<file path="src/rtl/nbus_write_target.sv">
module nbus_write_target #(
  parameter int         ADDR_NIBBLES = 7,
  parameter logic [3:0] START_CODE   = 4'b1110,
  parameter logic [3:0] SIZE_BYTE    = 4'b0000
) (
  input  logic                      clk,
  input  logic                      rst_n,
  input  logic                      frame_n,
  input  logic [3:0]                bus_in,
  input  logic [3:0]                dev_id,
  output logic [3:0]                bus_out,
  output logic                      bus_oe,
  output logic [4*ADDR_NIBBLES-1:0] wr_addr,
  output logic [7:0]                wr_data,
  output logic                      wr_stb
);
  localparam int AW = 4 * ADDR_NIBBLES;
  localparam int CW = $clog2(ADDR_NIBBLES + 1);
  localparam logic [CW-1:0] CNT_LAST = CW'(ADDR_NIBBLES - 1);

  typedef enum logic [3:0] {
    ST_IDLE, ST_ID, ST_ADDR, ST_SIZE, ST_DLO, ST_DHI,
    ST_TAR0, ST_TAR1, ST_SYNC, ST_TAR2, ST_TAR3
  } state_t;

  state_t        state;
  logic [CW-1:0] cnt;

  always_ff @(posedge clk or negedge rst_n) begin
    if (!rst_n) begin
      state   <= ST_IDLE;
      cnt     <= '0;
      wr_addr <= '0;
      wr_data <= '0;
    end else if (!frame_n) begin
      state <= (bus_in == START_CODE) ? ST_ID : ST_IDLE;
    end else begin
      case (state)
        ST_ID: begin
          cnt   <= '0;
          state <= (bus_in == dev_id) ? ST_ADDR : ST_IDLE;
        end
        ST_ADDR: begin
          wr_addr <= {wr_addr[AW-5:0], bus_in};
          cnt     <= cnt + 1'b1;
          if (cnt == CNT_LAST) state <= ST_SIZE;
        end
        ST_SIZE: state <= (bus_in == SIZE_BYTE) ? ST_DLO : ST_IDLE;
        ST_DLO: begin
          wr_data[3:0] <= bus_in;
          state        <= ST_DHI;
        end
        ST_DHI: begin
          wr_data[7:4] <= bus_in;
          state        <= ST_TAR0;
        end
        ST_TAR0: state <= ST_TAR1;
        ST_TAR1: state <= ST_SYNC;
        ST_SYNC: state <= ST_TAR2;
        ST_TAR2: state <= ST_TAR3;
        default: state <= ST_IDLE;
      endcase
    end
  end

  assign bus_oe  = (state == ST_TAR1) || (state == ST_SYNC) || (state == ST_TAR2);
  assign bus_out = (state == ST_SYNC) ? 4'b0000 : 4'b1111;
  assign wr_stb  = (state == ST_SYNC);
endmodule

</file>
<file path="config.mk">
export PLATFORM = sky130hd
export DESIGN_NAME = nbus_write_target
export DESIGN_NICKNAME = d
export VERILOG_FILES = /design/src/rtl/nbus_write_target.sv
export SDC_FILE = /design/constraint.sdc
export NUM_CORES = 1
export LEC_CHECK = 0
export ABC_AREA = 1
export BUFFER_PORTS_ARGS = -buffer_cell sky130_fd_sc_hd__buf_2
export CAP_MARGIN = 10
export CELL_PAD_IN_SITES_DETAIL_PLACEMENT = 2
export CELL_PAD_IN_SITES_GLOBAL_PLACEMENT = 2
export CORE_MARGIN = 3
export CORE_UTILIZATION = 29
export CTS_BUF_LIST = sky130_fd_sc_hd__clkbuf_8
export DETAILED_ROUTE_END_ITERATION = 7
export PLACE_DENSITY = 0.82
export SLEW_MARGIN = 20
export SYNTH_ARGS = -nofsm -noshare
export SYNTH_HDL_FRONTEND = slang
export SYNTH_SLANG_ARGS = --single-unit
export TNS_END_PERCENT = 50
</file>
<file path="constraint.sdc">
create_clock -name clk -period 3.3 [get_ports clk]
set_input_delay 0.165 -clock clk [delete_from_list [all_inputs] [get_ports clk]]
set_output_delay 0.165 -clock clk [all_outputs]
set_load 0.1 [all_outputs]
</file>
### After elaboration in Yosys (flattened, before gate mapping)

Cells that the tools add are included.

* input bits: 11
* output and inout port bits: 42
* flip-flop bits (word level): 43
* logic and storage cells: 35

* $add $sub $neg: 1
* reductions and logical operators: 8
* eq/ne operators: 13
* muxes and demuxes: 8

Operators by type and width (number)
* $pmux 4 s9: 1
* $eq 4x3->1 const B: 4
* $eq 4x4->1 const B: 3
* $mux 4: 3
* $eq 4x2->1 const B: 2
* $reduce_and 2->1: 4
* $pmux 3 s2: 1
* $eq 4x1->1 const B: 1
* $eq 4x4->1: 1
* $logic_not 4->1: 1
* $add 3x1->3 const B: 1
* $eq 3x3->1 const B: 1
* $mux 3: 1
* $ne 3x3->1 const B: 1
* $logic_or 1x1->1: 2
* $mux 2: 1
* $reduce_bool 2->1: 1
* $mux 1: 1

### Logic depth before layout (Yosys ltp)

Gate-level depths: netlist of run 1.

* depth after elaboration: 4
* mapped depth: 7
* gate-level depth less buffers: 7

### Worst setup path before layout of run 1

Ideal clock, no wire load.

* path kind: register to output
* start: reg state[0]
* end: out bus_out[1]
* path buffers: 1
* path slack: -190 ps
* arrival time: 3325 ps
* cell stages (with the launch flop): 6
* data required time: 3135 ps
* path through: dfrtp_1 > inv_1 > nand2_1 > nor2_1 > inv_1 > buf_4

* word-level cells in the longest chain between the ends: 2

RTL lines
* start, declared: line 26 `state_t state;`
* start signal, assigned: line 36 `state <= (bus_in == START_CODE) ? ST_ID : ST_IDLE;`
* start signal, assigned: line 41 `state <= (bus_in == dev_id) ? ST_ADDR : ST_IDLE;`
* start signal, assigned: line 48 `ST_SIZE: state <= (bus_in == SIZE_BYTE) ? ST_DLO : ST_IDLE;`
* $eq 4x4->1
* named net wr_stb: line 15 `output logic wr_stb`
* $mux 4: line 67 `assign bus_out = (state == ST_SYNC) ? 4'b0000 : 4'b1111;`
* end, declared: line 11 `output logic [3:0] bus_out,`

The timed path passes the listed nets, and every way through them passes these cells.

### Worst setup path in the final report of run 1

* start: reg state[3]
* end: reg state[0]

* word-level cells in the longest chain between the ends: 3

RTL lines
* $eq 4x4->1, or another cell as far along: line 38 `case (state)`
* $pmux 4 s9: line 38
* $mux 4: line 35 `end else if (!frame_n) begin`

Parallel ways exist; a longest one is shown, timed or not.
A chain may end at the register's enable or synchronous reset.

==> summary.md, run 1 <==
| Metric | Value |
|---|---|
| Outcome | `finished, final reports clean` |
| Syn Nets | `around 240` |
| Mapped Cells | `230` |
| Reg power frac | `0.535` |
| Number of global-route vias before repair | `1776` |
| NetSw | `0.304 mW` |
| WP buf/inv | `2` |
| Clock latency on the worst-skew pair | `0.30 ns` |
| Total GRT Usage | `0.148` |
| FF-to-FF path depth | `6` |
| Die width | `87.1 um` |
| Vias after detailed routing | `1692` |
| Layout fillers | `around 740` |
| RSZ-0062 raised after global routing | `no` |
| Largest delay share family, worst path | `simple AND/OR/NAND/NOR gates` |
| RD Place Congestion | `approximately 0.74` |
| 1st-iter DRT viols | `49` |
| Post-CTS Setup Inserts | `0` |
| # hold bufs at CTS | `0` |
| Net Sw Frac | `0.293` |
| CTS tree | `done` |
| Hold Violations, Final | `0` |
| H-tree level count | `2` |
| IO buf count | `52` |
| Grt ovf | `0` |
| Post-DR wirelength/cell | `14.6 um` |
| Max-slew headroom | `0.624` |
| Detail Route Antenna Nets | `0` |
| Pin count of the biggest net entering global routing | `44` |
| # rows | `28` |
| TNS Setup | `0 ns` |
| Worst VDD drop | `0.148 mV` |
| Dpl hpwl | `3.79 mm` |
| Finished Core Util | `0.375` |
| CP Capture Type | `register` |
| Cell area after synthesis | `1910 um2` |
| Cell mode on critical path | `nand2_1` |
| Cells along the critical path | `nor2_1 > nand3_4 > clkinv_2 > nand2_1 > nand2_1 > inv_1` |
| First-pass GRT wire length | `8.81 mm` |
| Pwr/cell area | `between 400 and 500 nW/um2` |
| Setup Skew | `0.00471 ns` |
| Detailed-route wire length | `5.20 mm` |
| Leakage Power | `about 1.4 nW` |
| Ys Warns | `0` |
| Clock Sinks | `43` |
| Final setup vio count | `0` |
| DP Worst Slack | `1.39 ns` |
| IO Pins | `53` |
| Max Transition Viols Final | `0` |
| Critical Path Stages | `6` |
| F_max | `0.528 GHz` |
| Hold Crit Class | `input pin to register` |
| WS Path Type | `register to register` |
| Worst hold stages | `3` |
| Full die area | `about 7600 um2` |
| Via density | `4.74` |
| Largest stage delay, worst path | `roughly 0.42 ns` |
| Layout cells sized above 1 | `0.234` |
| Initial antenna violation count | `0` |
| Critical Path RT | `3.50 ns` |
| CORE AREA | `6130 um2` |
| Worst Setup Start Kind | `register` |
| Gate power share | `0.132` |
| Initial Utilization | `0.311` |
| Final period utilization | `0.574` |
| Total power | `1.04 mW` |
| Seq/Total Area, Yosys | `0.564` |
| CP Data Arrival Time | `2.10 ns` |
| Ant diodes | `0` |
| # DRC | `0` |
| CP max FO | `37` |
| Die H | `87.1 um` |
| Minimum clock period | `1.89 ns` |
| P&R area growth vs syn | `20.4%` |
| Setup slack after layout | `1.41 ns` |
| CTS resizes | `0` |
| Clk buf depth | `2` |
| Worst Tran Pin Value | `0.563 ns` |
| Final nets | `295` |
| Clock share of power | `0.333` |
| CP max-delay cell | `clkinv_2` |
| Clk root buf | `clkbuf_8` |
| Power Internal | `0.734 mW` |
| Synthesis-stage register bit count | `43` |
| Cell variety after synth | `20` |
| DRT Pass-1 Iters | `4` |
| Syn Area/Cell | `8.30 um2` |
| CTS clk-pin slew, worst paths | `0.08 ns` |
| Max cap viols | `0` |
| Total CTS buffers | `5` |
## logic make-up after synthesis
logic type	synth area share
simple gates	0.287
flops	0.564
buf+inv	0.0806
compound gates	0.0511
fa+ha+maj	0.0131
xor+xnor	0.00459
## power by group through the flow
stage / logic [mW] / clock network [mW] / registers [mW]
detailed placement: 0.138 / 0 / 0.566
floorplan: 0.0330 / 0 / 0.627
CTS: 0.139 / 0.357 / 0.556
global placement: 0.134 / 0 / 0.565
global route: 0.150 / 0.382 / 0.558
finish: 0.137 / 0.346 / 0.555
## per-stage QoR
step	area [um2]	std cells	hold WS (ns)
after floorplan	1910	230	-0.131
after global placement	2200	349	0.385
after detailed placement	2200	349	0.389
after CTS	2290	356	0.0559
after global routing	2300	357	0.265
final	2300	357	0.240
## state kept, by name, summed over array words and instances, names as in the netlist
signal / cells
wr_addr: 28
state: 4
wr_data: 8
cnt: 3
## layer usage
metal | routed length, um | part of all wire | global-route usage | vias to the layer above
met3 | 369 | 0.071 | 0.0445 | 8
met1 | 2260 | 0.43 | 0.177 | 833
met4 | 104 | 0.020 | 0.0572 | 0
li1 | - | - | - | 802
met2 | 2470 | 0.47 | 0.251 | 49
met5 | 0 | 0 | 0 | -
## cell usage after synthesis, drive strengths merged
| library cell | instances | area share |
|---|---|---|
| o22ai | 2 | 0.0066 |
| buf | 8 | 0.035 |
| dfrtp | 43 | 0.56 |
| inv | 22 | 0.043 |
| o21ai | 10 | 0.026 |
| xnor2 | 1 | 0.0046 |
| a21oi | 7 | 0.018 |
| nand4 | 4 | 0.013 |
| nand3 | 4 | 0.017 |
| ha | 2 | 0.013 |
| nand2 | 107 | 0.21 |
| nor2 | 19 | 0.047 |
| clkinv | 1 | 0.0026 |
## path summary, 6_finish.rpt
path | start | slack [ns] | end
setup / recovery | state[3]$_DFFE_PN0P_ | 1.41 | state[0]$_DFFE_PN0P_
hold / removal | bus_in[1] | 0.24 | wr_data[5]$_DFFE_PN0P_
setup reg to reg | state[3]$_DFFE_PN0P_ | 1.41 | state[0]$_DFFE_PN0P_
hold reg to reg | wr_addr[27]$_DFFE_PN0P_ | 0.49 | wr_addr[27]$_DFFE_PN0P_
max in group asynchronous | rst_n | 2.52 | state[1]$_DFFE_PN0P_
min in group asynchronous | rst_n | 0.39 | wr_addr[26]$_DFFE_PN0P_
## area by class of cell
type | count | area [um2] | area share
clock buffers | 6 | 82.6 | 0.0359
clock inverters | 1 | 5.00 | 0.00218
inverters | 23 | 87.6 | 0.0381
multi-input cells | 156 | 682 | 0.297
flip-flops and latches | 43 | 1080 | 0.468
well taps | 75 | 93.8 | 0.0408
repair buffers | 53 | 273 | 0.119
## cells in the final DEF, fill, tap and decap left out
cell / netlist / routed
nor2_1: 16 / 15
buf_2: 2 / 51
buf_4: 3 / 1
xnor2_1: 1 / 1
o21ai_0: 5 / 5
clkinv_2: 1 / 2
nor2_2: 1 / 2
a21oi_1: 7 / 7
o21ai_1: 5 / 5
nor2_4: 2 / 2
o22ai_1: 2 / 2
clkbuf_8: 0 / 6
nand3_1: 3 / 3
nand3_4: 1 / 1
dfrtp_1: 43 / 43
ha_1: 2 / 2
dlygate4sd3_1: 0 / 1
inv_2: 1 / 1
inv_1: 21 / 21
nand2_1: 107 / 107
nand4_1: 4 / 4
## worst min-delay path: stages
cell and delay, ns:
buf_2 0.09, inv_1 0.11, a21oi_1 0.14
Note: power is estimated with default switching activity, not from simulation.
==> run 2, diff against run 1 <==
Clock period 3.3 ns to 1.9 ns, I/O delays scaled along.
==> summary.md, run 2 (synthesis results as in run 1) <==
| Metric | Value |
|---|---|
| Final setup vio count | `0 (unchanged)` |
| Clock Sinks | `43 (unchanged)` |
| RD Place Congestion | `0.749 (+0.97%)` |
| Setup Skew | `0.0140 ns (+0.00929 ns)` |
| Leakage Power | `1.40 nW (+1.7%)` |
| Area after DPL | `2230 um2 (+1.5%)` |
| Full die area | `7590 um2 (unchanged)` |
| Detail Route Antenna Nets | `0 (unchanged)` |
| Via density | `4.67 (-1.5%)` |
| Clk root buf | `clkbuf_8` |
| Leading cell type in the layout, fill and taps excluded | `nand2_1` |
| Max-slew headroom | `0.667 (+0.0428)` |
| Total GRT Usage | `0.147 (-0.00107)` |
| Regs by FF count | `wr_addr (28), wr_data (8), state (4)` |
| Grt met1 use | `0.177 (+0.000419)` |
| Grt met3 use | `0.0369 (-0.00757)` |
| Clock latency on the worst-skew pair | `0.30 ns (about the same)` |
| CP max FO | `4 (-89%)` |
| Worst VDD drop | `0.342 mV (+130%)` |
| WS Path Type | `register to primary output` |
| Initial antenna violation count | `0 (unchanged)` |
| RSZ-0062 raised after global routing | `no` |
| Hold Crit Class | `input pin to register` |
| CTS clk-pin slew, worst paths | `0.09 ns (about the same)` |
| H-tree level count | `2 (unchanged)` |
| Total power | `1.93 mW (+86%)` |
| F_max | `0.605 GHz` |
| Minimum clock period | `1.65 ns` |
| Top Usage Layer GRT | `met2` |
| Clk buf depth | `2 (unchanged)` |
| Pin count of the biggest net entering global routing | `44 (unchanged)` |
| # rows | `28 (unchanged)` |
| Multi-input gate area | `687 um2 (+0.73%)` |
| Final nets | `297 (+0.68%)` |
| Outcome | `finished, final reports clean` |
| First-pass GRT wire length | `8.84 mm (+0.31%)` |
| # DRC | `0 (unchanged)` |
| Vias after detailed routing | `1680 (-0.71%)` |
| 1st-iter DRT viols | `76 (+55%)` |
| WHS | `0.168 ns (-0.0719 ns)` |
| Max cap viols | `0 (unchanged)` |
| Dpl hpwl | `3.80 mm (+0.24%)` |
| CTS resizes | `0 (unchanged)` |
| Critical Path RT | `1.80 ns (-1.70 ns)` |
| Total CTS buffers | `5 (unchanged)` |
| Max reg flops | `28 (unchanged)` |
| Worst Tran Pin Value | `0.502 ns (-0.0608 ns)` |
| Grt ovf | `0 (unchanged)` |
| Hold Violations, Final | `0 (unchanged)` |
| Layout fillers | `718 (-3.4%)` |
| Final period utilization | `0.870` |
| Sequential Area | `1080 um2 (unchanged)` |
| Reg with most FFs | `wr_addr` |
| Layout cells sized above 1 | `0.242 (+0.00806)` |
| CP Data Arrival Time | `1.56 ns (-0.54 ns)` |
| Global Route met2 Usage | `0.266 (+0.0152)` |
| CTS tree | `done` |
| Die H | `87.1 um (unchanged)` |
| Die width | `87.1 um (unchanged)` |
| Number of global-route vias before repair | `1864 (+5.0%)` |
| Post-DR wirelength/cell | `14.3 um (-2.1%)` |
| Pwr/cell area | `819 nW/um2 (+81%)` |
| CORE AREA | `6130 um2 (unchanged)` |
| Commonest cells after routing, fill and taps aside | `107 x nand2_1, 52 x buf_2, 43 x dfrtp_1, 21 x inv_1, 15 x nor2_1` |
| Detailed-route wire length | `5.13 mm (-1.3%)` |
| P&R area growth vs syn | `23.3%` |
| Initial Utilization | `0.311 (unchanged)` |
| CP Capture Type | `primary output` |
| Max Transition Viols Final | `0 (unchanged)` |
| Ant diodes | `0 (unchanged)` |
| Post-CTS Setup Inserts | `0 (unchanged)` |
| IO buf count | `52 (unchanged)` |
| Finished Core Util | `0.384 (+0.00898)` |
| Worst Setup Start Kind | `register` |
| Design area | `2350 um2 (+2.4%)` |
| DRT Pass-1 Iters | `4 (unchanged)` |
| IO Pins | `53 (unchanged)` |
run 2: cell count changes in the layout (fill, tap and decap cells not counted):
cell,before,now
buf_12,0,1
buf_2,51,52
bufinv_16,0,1
clkbuf_8,6,5
clkinv_4,0,1
nor2_2,2,1
nor2_4,2,3
run 2: path summary, 6_finish.rpt:
path,startpoint,end,slack [ns],cells past startpoint
hold reg to reg,wr_addr[27]$_DFFE_PN0P_,wr_addr[27]$_DFFE_PN0P_,0.48,2
setup / recovery,state[0]$_DFFE_PN0P_,bus_out[0],0.25,5
max in group asynchronous,rst_n,wr_addr[0]$_DFFE_PN0P_,1.37,3
hold / removal,bus_in[2],wr_data[6]$_DFFE_PN0P_,0.17,3
min in group asynchronous,rst_n,wr_addr[26]$_DFFE_PN0P_,0.30,3
setup reg to reg,state[3]$_DFFE_PN0P_,state[0]$_DFFE_PN0P_,0.44,6
run 2: report_power, final:
group          internal, mW  switching, mW
Clock                 0.392          0.330
Combinational        0.0517          0.190
Sequential            0.942         0.0216
Total                  1.39          0.542
run 2: area by class of cell:
cell class / count / area share
clock buffer: 5 / 0.0292
clock inverter: 3 / 0.0186
inverter: 23 / 0.0372
timing repair buffer: 55 / 0.126
multi-input combinational: 156 / 0.292
sequential: 43 / 0.457
tap: 75 / 0.0399
run 2: worst max-delay path, cell delays in order, from the launching register on:
cell and delay [ns]:
dfrtp_1 0.45, inv_1 0.13, nand2_1 0.13, nor2_4 0.04, inv_1 0.08, buf_2 0.43
run 2: routing by layer:
metal  share of wire  wire (um)
met1            0.44       2280
met2            0.50       2540
met3           0.056        287
met4          0.0037         19
met5               0          0
run 2: timing repair:
item                                    CTS  global route
hold buffers                              1             0
endpoints found under the setup margin    0             0
hold endpoints to repair                 43             0
run 2: per-stage QoR:
step                cells  setup slack [ns]  setup TNS, ns
floorplan             230            -0.333         -0.998
global placement      351             0.514              0
detailed placement    351             0.417              0
CTS                   360             0.216              0
global route          360             0.137              0
finish                360             0.248              0
==> run 3, diff against run 2 <==
Settings changed: PLACE_DENSITY 0.82 to 0.85, SKIP_CTS_REPAIR_TIMING set to 1.
==> summary.md, run 3 (synthesis results as in run 1) <==
| Metric | Value |
|---|---|
| Hold Violations, Final | `0 (unchanged)` |
| RD Place Congestion | `0.741 (-1.1%)` |
| Final nets | `297 (unchanged)` |
| CORE AREA | `6130 um2 (unchanged)` |
| CP max-delay cell | `dfrtp_1` |
| Number of global-route vias before repair | `1842 (-1.2%)` |
| CP Data Arrival Time | `1.58 ns (+0.02 ns)` |
| DRT Pass-1 Iters | `3 (-1)` |
| IO buf count | `52 (unchanged)` |
| Max Transition Viols Final | `0 (unchanged)` |
| Post-DR wirelength/cell | `14.4 um (+0.83%)` |
| Ant diodes | `0 (unchanged)` |
| Die H | `87.1 um (unchanged)` |
| Top Usage Layer GRT | `met2` |
| TNS Setup | `0 ns (unchanged)` |
| Reg with most FFs | `wr_addr` |
| 1st-iter DRT viols | `77 (+1.3%)` |
| RSZ-0062 raised after global routing | `no` |
| Cell mode on critical path | `inv_1` |
| CTS clk-pin slew, worst paths | `0.08 ns (about the same)` |
| F_max | `0.597 GHz (-1.4%)` |
| Critical Path RT | `1.80 ns (about the same)` |
| Area after DPL | `2230 um2 (unchanged)` |
| Hold Crit Class | `input pin to register` |
| Layout cells sized above 1 | `0.236 (-0.00619)` |
| Pwr/cell area | `808 nW/um2 (-1.3%)` |
| Worst Setup Start Kind | `register` |
| Final setup vio count | `0 (unchanged)` |
| WS Path Type | `register to primary output` |
| Outcome | `finished, final reports clean` |
| # DRC | `0 (unchanged)` |
| Finished Layout Cells | `359 (-0.28%)` |
| CP Capture Type | `primary output` |
| Worst Tran Pin Value | `0.512 ns (+0.0100 ns)` |
| Grt ovf | `0 (unchanged)` |
| Total GRT Usage | `0.149 (+0.00195)` |
| H-tree level count | `2 (unchanged)` |
| Grt met3 use | `0.0378 (+0.000946)` |
| Clock latency on the worst-skew pair | `0.29 ns (about the same)` |
| Design area | `2340 um2 (-0.43%)` |
| Regs by FF count | `wr_addr (28), wr_data (8), state (4)` |
| IO Pins | `53 (unchanged)` |
| Via density | `4.70 (+0.64%)` |
| Minimum clock period | `1.68 ns (+0.0238 ns)` |
| Largest stage delay, worst path | `0.46 ns (about the same)` |
| Full die area | `7590 um2 (unchanged)` |
| Die width | `87.1 um (unchanged)` |
| Pin count of the biggest net entering global routing | `35 (-20%)` |
| CP max FO | `4 (unchanged)` |
| # rows | `28 (unchanged)` |
| Initial antenna violation count | `0 (unchanged)` |
| Clk buf depth | `2 (unchanged)` |
| WP buf/inv | `3 (unchanged)` |
| Total power | `1.89 mW (-1.7%)` |
| Leakage Power | `1.40 nW (-0.19%)` |
| Cells after DPL | `351 (unchanged)` |
| P&R area growth vs syn | `22.8%` |
| Cells along the critical path | `inv_1 > nand2_1 > nor2_4 > inv_1 > buf_2` |
| Detailed-route wire length | `5.16 mm (+0.55%)` |
| Global Route met2 Usage | `0.262 (-0.00414)` |
| Setup Skew | `0.00400 ns (-0.0100 ns)` |
| Max cap viols | `0 (unchanged)` |
| Largest delay share family, worst path | `buffers and inverters` |
| Leading cell type in the layout, fill and taps excluded | `nand2_1` |
| Clock Sinks | `43 (unchanged)` |
| First-pass GRT wire length | `8.92 mm (+0.94%)` |
| Vias after detailed routing | `1686 (+0.36%)` |
| Clk root buf | `clkbuf_8` |
| Final period utilization | `0.882 (+0.0125)` |
| Max-slew headroom | `0.658 (-0.00899)` |
| Dpl hpwl | `3.81 mm (+0.17%)` |
| Total CTS buffers | `5 (unchanged)` |
| Initial Utilization | `0.311 (unchanged)` |
| Commonest cells after routing, fill and taps aside | `107 x nand2_1, 52 x buf_2, 43 x dfrtp_1, 22 x inv_1, 15 x nor2_1` |
| Worst VDD drop | `0.299 mV (-13%)` |
| Max reg flops | `28 (unchanged)` |
| Detail Route Antenna Nets | `0 (unchanged)` |
| Grt met1 use | `0.184 (+0.00700)` |
| Finished Core Util | `0.382 (-0.00163)` |
| CTS tree | `done` |
==> run 3: layer usage <==
| layer | routed length (um) | up-vias |
|---|---|---|
| met5 | 0 | - |
| met4 | 50 | 0 |
| met3 | 272 | 7 |
| met2 | 2620 | 42 |
| met1 | 2210 | 835 |
| li1 | - | 802 |
==> run 3: tightest hold or removal path, delay by kind of cell <==
family,cells,cell delay (ns)
buffers and inverters,2,0.21
AOI/OAI and AO/OA,1,0.14
==> run 3: per-stage QoR <==
stage | hold WS (ns) | setup slack, ns
6_report | 0.182 | 0.224
5_1_grt | 0.218 | 0.0717
4_1_cts | -0.231 | 0.215
3_5_place_dp | 0.0931 | 0.429
3_3_place_gp | 0.0923 | 0.501
2_1_floorplan | -0.201 | -0.333
==> run 3: area by class of cell <==
| cell class | instances | area [um2] |
|---|---|---|
| fillers | 729 | 3790 |
| inverters | 23 | 87.6 |
| clock buffers | 5 | 68.8 |
| repair buffers | 55 | 298 |
| multi-input cells | 156 | 687 |
| flip-flops and latches | 43 | 1080 |
| clock inverters | 2 | 33.8 |
| well taps | 75 | 93.8 |
==> run 3: power breakdown <==
part | total, mW | leakage (nW) | switching, mW | internal (mW)
registers | 0.965 | 0.588 | 0.0226 | 0.942
logic | 0.245 | 0.755 | 0.193 | 0.0523
clock network | 0.685 | 0.0554 | 0.305 | 0.380
==> run 3: path summary, 6_finish.rpt <==
check / cells past startpoint / to / startpoint / slack [ns]
max in group asynchronous: 3 / wr_addr[0]$_DFFE_PN0P_ / rst_n / 1.08
min in group asynchronous: 2 / wr_addr[26]$_DFFE_PN0P_ / rst_n / 0.32
worst max register to register: 6 / state[0]$_DFFE_PN0P_ / state[3]$_DFFE_PN0P_ / 0.45
worst min-delay path: 3 / wr_addr[2]$_DFFE_PN0P_ / bus_in[2] / 0.18
worst min register to register: 2 / wr_addr[26]$_DFFE_PN0P_ / wr_addr[26]$_DFFE_PN0P_ / 0.48
worst max-delay path: 5 / bus_out[2] / state[0]$_DFFE_PN0P_ / 0.22
